`config.mk`:
```
export PLATFORM = sky130hd
export DESIGN_NAME = lsm_engine
export DESIGN_NICKNAME = d
export VERILOG_FILES = /design/src/rtl/lsm_pkg.sv /design/src/rtl/lsm_pick.sv /design/src/rtl/lsm_addr.sv /design/src/rtl/lsm_ctrl.sv /design/src/rtl/lsm_engine.sv
export SDC_FILE = /design/constraint.sdc
export NUM_CORES = 1
export LEC_CHECK = 0
export ABC_CLOCK_PERIOD_IN_PS = 3760
export BUFFER_PORTS_ARGS = -buffer_cell sky130_fd_sc_hd__buf_2
export CAP_MARGIN = 10
export CORE_MARGIN = 2
export CORE_UTILIZATION = 48
export DETAILED_ROUTE_END_ITERATION = 8
export HOLD_SLACK_MARGIN = 0.12
export PLACE_DENSITY = 0.73
export SYNTH_ARGS = -nofsm -noshare
export SYNTH_HDL_FRONTEND = slang
export SYNTH_SLANG_ARGS = --single-unit
```
`constraint.sdc`:
```
create_clock -name clk -period 3.76 [get_ports clk]
set_clock_uncertainty 0.05 [all_clocks]
set_input_delay 0.188 -clock clk [delete_from_list [all_inputs] [get_ports clk]]
set_output_delay 0.188 -clock clk [all_outputs]
set_load 0.01 [all_outputs]
```
`src/rtl/lsm_pkg.sv`:
```
// Package: shared state encoding for the block transfer engine.
// Assumes: one operation in flight at a time.
package lsm_pkg;
    typedef enum logic [2:0] {
        ST_IDLE  = 3'd0,  // waiting for start
        ST_XFER  = 3'd1,  // moving one selected register per cycle
        ST_EMPTY = 3'd2,  // single program-counter transfer for an empty mask
        ST_GAP   = 3'd3,  // internal cycle after the last loaded word
        ST_WB    = 3'd4,  // base write-back
        ST_DONE  = 3'd5   // completion pulse
    } lsm_state_e;
endpackage

```
`src/rtl/lsm_pick.sv`:
```
// Module: lsm_pick
// Finds the lowest set bit of a register mask, gives its index and the
// mask with that bit removed. Purely combinational.
// Assumes: LW is a power of two and IW = log2(LW).
module lsm_pick #(
    parameter int LW = 8,
    parameter int IW = $clog2(LW)
) (
    input  logic [LW-1:0] list_i,
    output logic [IW-1:0] idx_o,
    output logic [LW-1:0] rest_o
);
    logic [LW-1:0] low_oh;

    // isolate the lowest set bit as a one-hot vector
    assign low_oh = list_i & (~list_i + LW'(1));
    assign rest_o = list_i & ~low_oh;

    // encode the one-hot vector, one index bit per generate slice
    generate
        for (genvar b = 0; b < IW; b++) begin : g_enc
            logic [LW-1:0] sel;
            for (genvar i = 0; i < LW; i++) begin : g_sel
                if (((i >> b) & 1) == 1) begin : g_on
                    assign sel[i] = low_oh[i];
                end else begin : g_off
                    assign sel[i] = 1'b0;
                end
            end
            assign idx_o[b] = |sel;
        end
    endgenerate
endmodule

```
`src/rtl/lsm_addr.sv`:
```
// Module: lsm_addr
// Address unit: captures the aligned start address, the final base value
// (low bits preserved), the original base and the adjusted program counter
// at start, then steps the address by one word per transfer.
// Assumes: capture_i and step_i are never high together.
module lsm_addr #(
    parameter int DW         = 32,
    parameter int LW         = 8,
    parameter int STEP_EMPTY = 64,
    parameter int PC_ADJ     = 2
) (
    input  logic          clk,
    input  logic          rst_n,
    input  logic          capture_i,
    input  logic          step_i,
    input  logic [DW-1:0] base_i,
    input  logic [DW-1:0] pc_i,
    input  logic [LW-1:0] list_i,
    output logic [DW-1:0] addr_o,
    output logic [DW-1:0] final_o,
    output logic [DW-1:0] orig_o,
    output logic [DW-1:0] pc_store_o
);
    localparam int CW = $clog2(LW + 1);

    logic [CW-1:0] cnt;
    logic [DW-1:0] aligned, span, fin_next;
    logic [DW-1:0] addr_q, fin_q, orig_q, pcst_q;

    // count the selected registers
    always_comb begin
        cnt = '0;
        for (int i = 0; i < LW; i++) cnt = cnt + CW'(list_i[i]);
    end

    assign aligned  = {base_i[DW-1:2], 2'b00};
    assign span     = (cnt == '0) ? DW'(STEP_EMPTY) : (DW'(cnt) << 2);
    assign fin_next = aligned + span + DW'(base_i[1:0]);

    // hold operation addresses; advance the word address per transfer
    always_ff @(posedge clk) begin
        if (!rst_n) begin
            addr_q <= '0;
            fin_q  <= '0;
            orig_q <= '0;
            pcst_q <= '0;
        end else if (capture_i) begin
            addr_q <= aligned;
            fin_q  <= fin_next;
            orig_q <= base_i;
            pcst_q <= pc_i + DW'(PC_ADJ);
        end else if (step_i) begin
            addr_q <= addr_q + DW'(4);
        end
    end

    assign addr_o     = addr_q;
    assign final_o    = fin_q;
    assign orig_o     = orig_q;
    assign pc_store_o = pcst_q;
endmodule

```
`src/rtl/lsm_ctrl.sv`:
```
// Module: lsm_ctrl
// Sequencer: accepts start only when idle, tracks the remaining mask,
// the first-transfer flag and how the base index relates to the mask.
// Assumes: rest_i is the remaining mask with its lowest bit removed.
module lsm_ctrl
    import lsm_pkg::*;
#(
    parameter int LW = 8,
    parameter int IW = $clog2(LW)
) (
    input  logic          clk,
    input  logic          rst_n,
    input  logic          start_i,
    input  logic          load_i,
    input  logic [IW-1:0] idx_i,
    input  logic [LW-1:0] list_i,
    input  logic [LW-1:0] rest_i,
    output lsm_state_e    state_o,
    output logic [LW-1:0] remain_o,
    output logic          load_o,
    output logic [IW-1:0] idx_o,
    output logic          first_o,
    output logic          base_in_o,
    output logic          base_first_o,
    output logic          capture_o,
    output logic          step_o
);
    lsm_state_e    state_q;
    logic [LW-1:0] remain_q;
    logic          load_q, first_q, base_in_q, base_first_q;
    logic [IW-1:0] idx_q;
    logic [LW-1:0] base_oh, below_mask;

    assign base_oh    = LW'(1) << idx_i;
    assign below_mask = base_oh - LW'(1);
    assign capture_o  = (state_q == ST_IDLE) && start_i;
    assign step_o     = (state_q == ST_XFER);

    // state sequencing and per-operation flags
    always_ff @(posedge clk) begin
        if (!rst_n) begin
            state_q      <= ST_IDLE;
            remain_q     <= '0;
            load_q       <= 1'b0;
            idx_q        <= '0;
            first_q      <= 1'b0;
            base_in_q    <= 1'b0;
            base_first_q <= 1'b0;
        end else begin
            case (state_q)
                ST_IDLE: begin
                    if (start_i) begin
                        remain_q     <= list_i;
                        load_q       <= load_i;
                        idx_q        <= idx_i;
                        first_q      <= 1'b1;
                        base_in_q    <= |(list_i & base_oh);
                        base_first_q <= (|(list_i & base_oh)) && ((list_i & below_mask) == '0);
                        state_q      <= (list_i == '0) ? ST_EMPTY : ST_XFER;
                    end
                end
                ST_XFER: begin
                    remain_q <= rest_i;
                    first_q  <= 1'b0;
                    if (rest_i == '0) state_q <= load_q ? ST_GAP : ST_WB;
                end
                ST_EMPTY: begin
                    first_q <= 1'b0;
                    state_q <= ST_WB;
                end
                ST_GAP:  state_q <= ST_WB;
                ST_WB:   state_q <= ST_DONE;
                ST_DONE: state_q <= ST_IDLE;
                default: state_q <= ST_IDLE;
            endcase
        end
    end

    assign state_o      = state_q;
    assign remain_o     = remain_q;
    assign load_o       = load_q;
    assign idx_o        = idx_q;
    assign first_o      = first_q;
    assign base_in_o    = base_in_q;
    assign base_first_o = base_first_q;
endmodule

```
`src/rtl/lsm_engine.sv`:
```
// Module: lsm_engine (top)
// Runs one load-multiple / store-multiple with increment-after addressing,
// one word per cycle, then writes the base back and pulses done.
// Assumes: register file read and memory read return data in the same cycle.
module lsm_engine
    import lsm_pkg::*;
#(
    parameter int DW         = 32,
    parameter int LW         = 8,
    parameter int STEP_EMPTY = 64,
    parameter int PC_ADJ     = 2,
    localparam int IW        = $clog2(LW)
) (
    input  logic          clk,
    input  logic          rst_n,
    input  logic          start_i,
    input  logic          load_i,
    input  logic [IW-1:0] base_idx_i,
    input  logic [LW-1:0] rlist_i,
    input  logic [DW-1:0] base_val_i,
    input  logic [DW-1:0] pc_i,
    output logic [IW-1:0] rf_raddr_o,
    input  logic [DW-1:0] rf_rdata_i,
    output logic          mem_req_o,
    output logic          mem_we_o,
    output logic          mem_seq_o,
    output logic [DW-1:0] mem_addr_o,
    output logic [DW-1:0] mem_wdata_o,
    input  logic [DW-1:0] mem_rdata_i,
    output logic          rf_we_o,
    output logic [IW-1:0] rf_waddr_o,
    output logic [DW-1:0] rf_wdata_o,
    output logic          pc_load_o,
    output logic [DW-1:0] pc_value_o,
    output logic          flush_o,
    output logic          done_o
);
    lsm_state_e    state;
    logic [LW-1:0] remain, rest;
    logic [IW-1:0] pick_idx, idx_q;
    logic          load_q, first_q, base_in, base_first, capture, step;
    logic [DW-1:0] addr, fin, orig, pc_store;
    logic          in_xfer, in_empty, in_wb;

    lsm_ctrl #(.LW(LW), .IW(IW)) u_ctrl (
        .clk(clk), .rst_n(rst_n), .start_i(start_i), .load_i(load_i),
        .idx_i(base_idx_i), .list_i(rlist_i), .rest_i(rest),
        .state_o(state), .remain_o(remain), .load_o(load_q), .idx_o(idx_q),
        .first_o(first_q), .base_in_o(base_in), .base_first_o(base_first),
        .capture_o(capture), .step_o(step)
    );

    lsm_pick #(.LW(LW), .IW(IW)) u_pick (
        .list_i(remain), .idx_o(pick_idx), .rest_o(rest)
    );

    lsm_addr #(.DW(DW), .LW(LW), .STEP_EMPTY(STEP_EMPTY), .PC_ADJ(PC_ADJ)) u_addr (
        .clk(clk), .rst_n(rst_n), .capture_i(capture), .step_i(step),
        .base_i(base_val_i), .pc_i(pc_i), .list_i(rlist_i),
        .addr_o(addr), .final_o(fin), .orig_o(orig), .pc_store_o(pc_store)
    );

    assign in_xfer  = (state == ST_XFER);
    assign in_empty = (state == ST_EMPTY);
    assign in_wb    = (state == ST_WB);

    // memory request side
    assign mem_req_o  = in_xfer || in_empty;
    assign mem_we_o   = !load_q;
    assign mem_seq_o  = in_xfer && !first_q;
    assign mem_addr_o = addr;
    assign rf_raddr_o = pick_idx;

    // store data: base register in the mask takes its original or final value
    always_comb begin
        if (in_empty)              mem_wdata_o = pc_store;
        else if (pick_idx == idx_q) mem_wdata_o = base_first ? orig : fin;
        else                       mem_wdata_o = rf_rdata_i;
    end

    // register file write: loaded words, then the base write-back
    assign rf_we_o    = (in_xfer && load_q) || (in_wb && !(load_q && base_in));
    assign rf_waddr_o = in_wb ? idx_q : pick_idx;
    assign rf_wdata_o = in_wb ? fin : mem_rdata_i;

    // program counter transfer for an empty mask on load
    assign pc_load_o  = in_empty && load_q;
    assign flush_o    = in_empty && load_q;
    assign pc_value_o = {mem_rdata_i[DW-1:1], 1'b0};

    assign done_o = (state == ST_DONE);
endmodule

```
==> flow_summary.yaml <==
critical_path:
  cp_cell_sequence: "buf_6, inv_6, ha_4, inv_2, fa_1, fa_1, fa_2, inv_2, fa_2, nor4_4, ha_2, buf_6, or2_4, nand4_1, o311a_1, o31a_1"
  crit_type: "in2reg"
  cp_max_fo: 5
  cp_slowest_cell: "fa_1"
  crit_path_start_kind: "input pin"
  required_ns: 4.02
  cp.arrival_ns: 4.05
  endpoint_kind: "flop"
  slowest_delay_ns: 0.52
  critical-path-top-delay-family: "adder cells"
  crit_buf_inv: 5
routing:
  drc: 0
  drt_iter0_drc: 914
  num_vias: 10650
  wl_per_cell_um: 18.84
  routed_wl_um: 33850
  drt_pass1_iterations: 5
  ant_nets: 0
  vias_per_cell: 5.928
clock_tree:
  cts_tree: "built"
  h-tree-depth: 4
  cts.sinks: 142
  clkTransAtPathRegs_ns: 0.06
  ctsLongestPathBuffers: 2
  cts-root-buf: "clkbuf_16"
  cts_made_buffers: 17
  clkLatencyLatePin_ns: 0.42
power:
  p_per_area_nw_per_um2: 480.6
  ir_worst_vdd_mv: 0.4045
  power_uw: 6202
  p_leak_uw: 0.005211
global_route:
  grt_overflow: 0
  grt_antenna_before_repair: 1
  grt_max_degree: 92
  grt_pass1_wl_um: 51830
  first_global_vias: 9861
  grt_usage_pct: 29.57
sta:
  fmax_mhz: 264.0
  finalCritPeriodShare_pct: 100.7
  fin_setup_tns_ns: -0.06902
  timing.hold.ws_ns: 0.1279
  worstMarginPinSlew_ns: 1.057
  report.final.slew_viol_count: 0
  slew_headroom_pct: 29.52
  setup_ws_ns: -0.02792
  fin_crit_ns: 3.788
  rsz0062_at_grt: "true"
  setup_violations: 3
  hold_viol: 0
die:
  fp.dieArea_um2: 22050
  dieWidth_um: 148.5
  core_um2: 20360
  die_y_um: 148.5
  initial_core_util_pct: 49.21
  rows: 52
  io_pins: 284
placed_design:
  gp_congestion: 0.9136
  placed_cells: 1695
  dpl.hpwl_um: 23630
  port_buffers: 280
layout:
  fin_cells: 1797
  layout.nets: 1675
  fillers: 1745
  area_growth_syn_to_layout_pct: 28.77
  drive_above_1_share_pct: 32.37
synthesis:
  yosysTopAreaCell: "dfxtp_1"
  synth_edf_count: 0
  syn_area_per_cell_um2: 8.062
  ys_ff_latch: 142
  synth_cell_types: 81
  seq_area_frac_synth_pct: 28.37
  synth_ff_type: "dfxtp_1"
  synth_area_um2: 10020
  synth-async-reset-ratio_pct: 0
  synthTopCellsByArea: "dfxtp_1 (28%), nand2_1 (6.4%), a21oi_1 (4.9%), o41ai_2 (4.9%), mux2_2 (4.0%)"
  yosysMostFrequentCell: "nand2_1"
  syn_inst: 1243
  synth_common_cells: "nand2_1 (172), dfxtp_1 (142), a21oi_1 (99)"
  yosys.area.top_type_share_pct: 28.37
  synth_warnings: 0
job:
  drv_cap: 0
status:
  violations: "negative setup slack"
  run_status: "complete, but fails checks"
hold_path:
  hold_path.class: "in2reg"
[per-layer routing]
metal  GRT usage, %  share of wire [%]  wire (µm)  vias up
li1               -                  -          -     5032
met1          38.47                 43      14390     5046
met2          48.89                 47      15890      485
met3          4.325                6.6       2236       89
met4          12.95                3.9       1334        0
met5              0                  0          0        -
[where the power goes]
group | internal (µW) | switching, µW | total [µW]
logic | 1060 | 1530 | 2590
registers | 1720 | 223 | 1940
clock network | 1020 | 649 | 1670
total | 3800 | 2410 | 6200
[tightest hold or removal path: cells and delay by family]
family,cells,cell delay [ns]
buf+inv,1,0.10
compound gates,1,0.09
xor+xnor,1,0.16
[path summary, 6_finish.rpt]
check	depth (start not counted)	slack, ns	startpoint	end
worst max register to register	6	1.31	u_ctrl.state_o[2]$_SDFFE_PN0P_	u_addr.final_o[29]$_SDFFE_PN0P_
worst min register to register	2	0.41	u_addr.orig_o[14]$_SDFFE_PN0P_	u_addr.orig_o[14]$_SDFFE_PN0P_
worst min-delay path	3	0.13	pc_i[9]	u_addr.pc_store_o[9]$_SDFFE_PN0P_
worst max-delay path	16	-0.03	rlist_i[0]	u_addr.final_o[27]$_SDFFE_PN0P_
[area by class of cell]
cell class	count	area (µm²)	area share [%]
Clock buffer	23	478.0	3.704
Antenna cell	1	2.502	0.01939
Inverter	41	172.7	1.338
Sequential cell	142	2844	22.04
Tap cell	270	337.8	2.618
Multi-Input combinational cell	925	6550	50.76
Clock inverter	7	87.58	0.6788
Timing Repair Buffer	388	2431	18.84
[cells by family after synthesis]
| kind of cell | count (synthesis) | share of synthesized area [%] |
|---|---|---|
| compound gates | 341 | 26.57 |
| xor+xnor | 46 | 4.021 |
| fa+ha+maj | 18 | 2.597 |
| buf+inv | 178 | 8.353 |
| flops | 142 | 28.37 |
| mux | 72 | 7.891 |
| other cells | 1 | 0.03742 |
| simple gates | 445 | 22.16 |
[registers in the layout (all words and copies together), names as in the netlist]
| register | count |
|---|---|
| u_ctrl.base_in_o | 1 |
| u_ctrl.first_o | 1 |
| u_addr.addr_o | 30 |
| u_ctrl.base_first_o | 1 |
| u_addr.final_o | 30 |
| u_ctrl.idx_o | 3 |
| u_ctrl.remain_o | 8 |
| u_ctrl.load_o | 1 |
| u_ctrl.state_o | 3 |
| u_addr.orig_o | 32 |
| u_addr.pc_store_o | 32 |
[stage by stage]
stage | setup slack (ns) | util (%) | instance area [µm²]
4_1_cts | 0.001712 | 62.69 | 12770
5_1_grt | -0.1028 | 63.36 | 12900
3_5_place_dp | -0.6402 | 56.45 | 11490
3_3_place_gp | -0.5440 | 56.45 | 11490
6_report | -0.02792 | 63.36 | 12900
2_1_floorplan | -0.1563 | - | 10120
[cells in the final DEF (no fill, tap or decap), types with 18 or more instances in the layout]
| master | n |
|---|---|
| buf_4 | 35 |
| nand2_1 | 172 |
| buf_2 | 278 |
| a21oi_1 | 97 |
| a211oi_1 | 18 |
| o41ai_2 | 30 |
| mux2i_1 | 34 |
| inv_1 | 36 |
| dfxtp_1 | 141 |
| nand4_1 | 19 |
| xnor2_1 | 26 |
| o21ai_0 | 58 |
| mux2_2 | 36 |
| dlygate4sd3_1 | 68 |
| xor2_1 | 19 |
| nor2_1 | 62 |
| o211ai_2 | 30 |
| and2_1 | 42 |
| nand3_1 | 33 |
[timing repair]
action                     CTS  global route
buffers inserted             0             3
pin swaps                    4            13
hold buffers                68             0
setup endpoints to repair   24            35
gates cloned                 0             0
hold endpoints to repair    91             0
resized for setup            6            22
No activity file was read; power rests on OpenSTA's default activity.
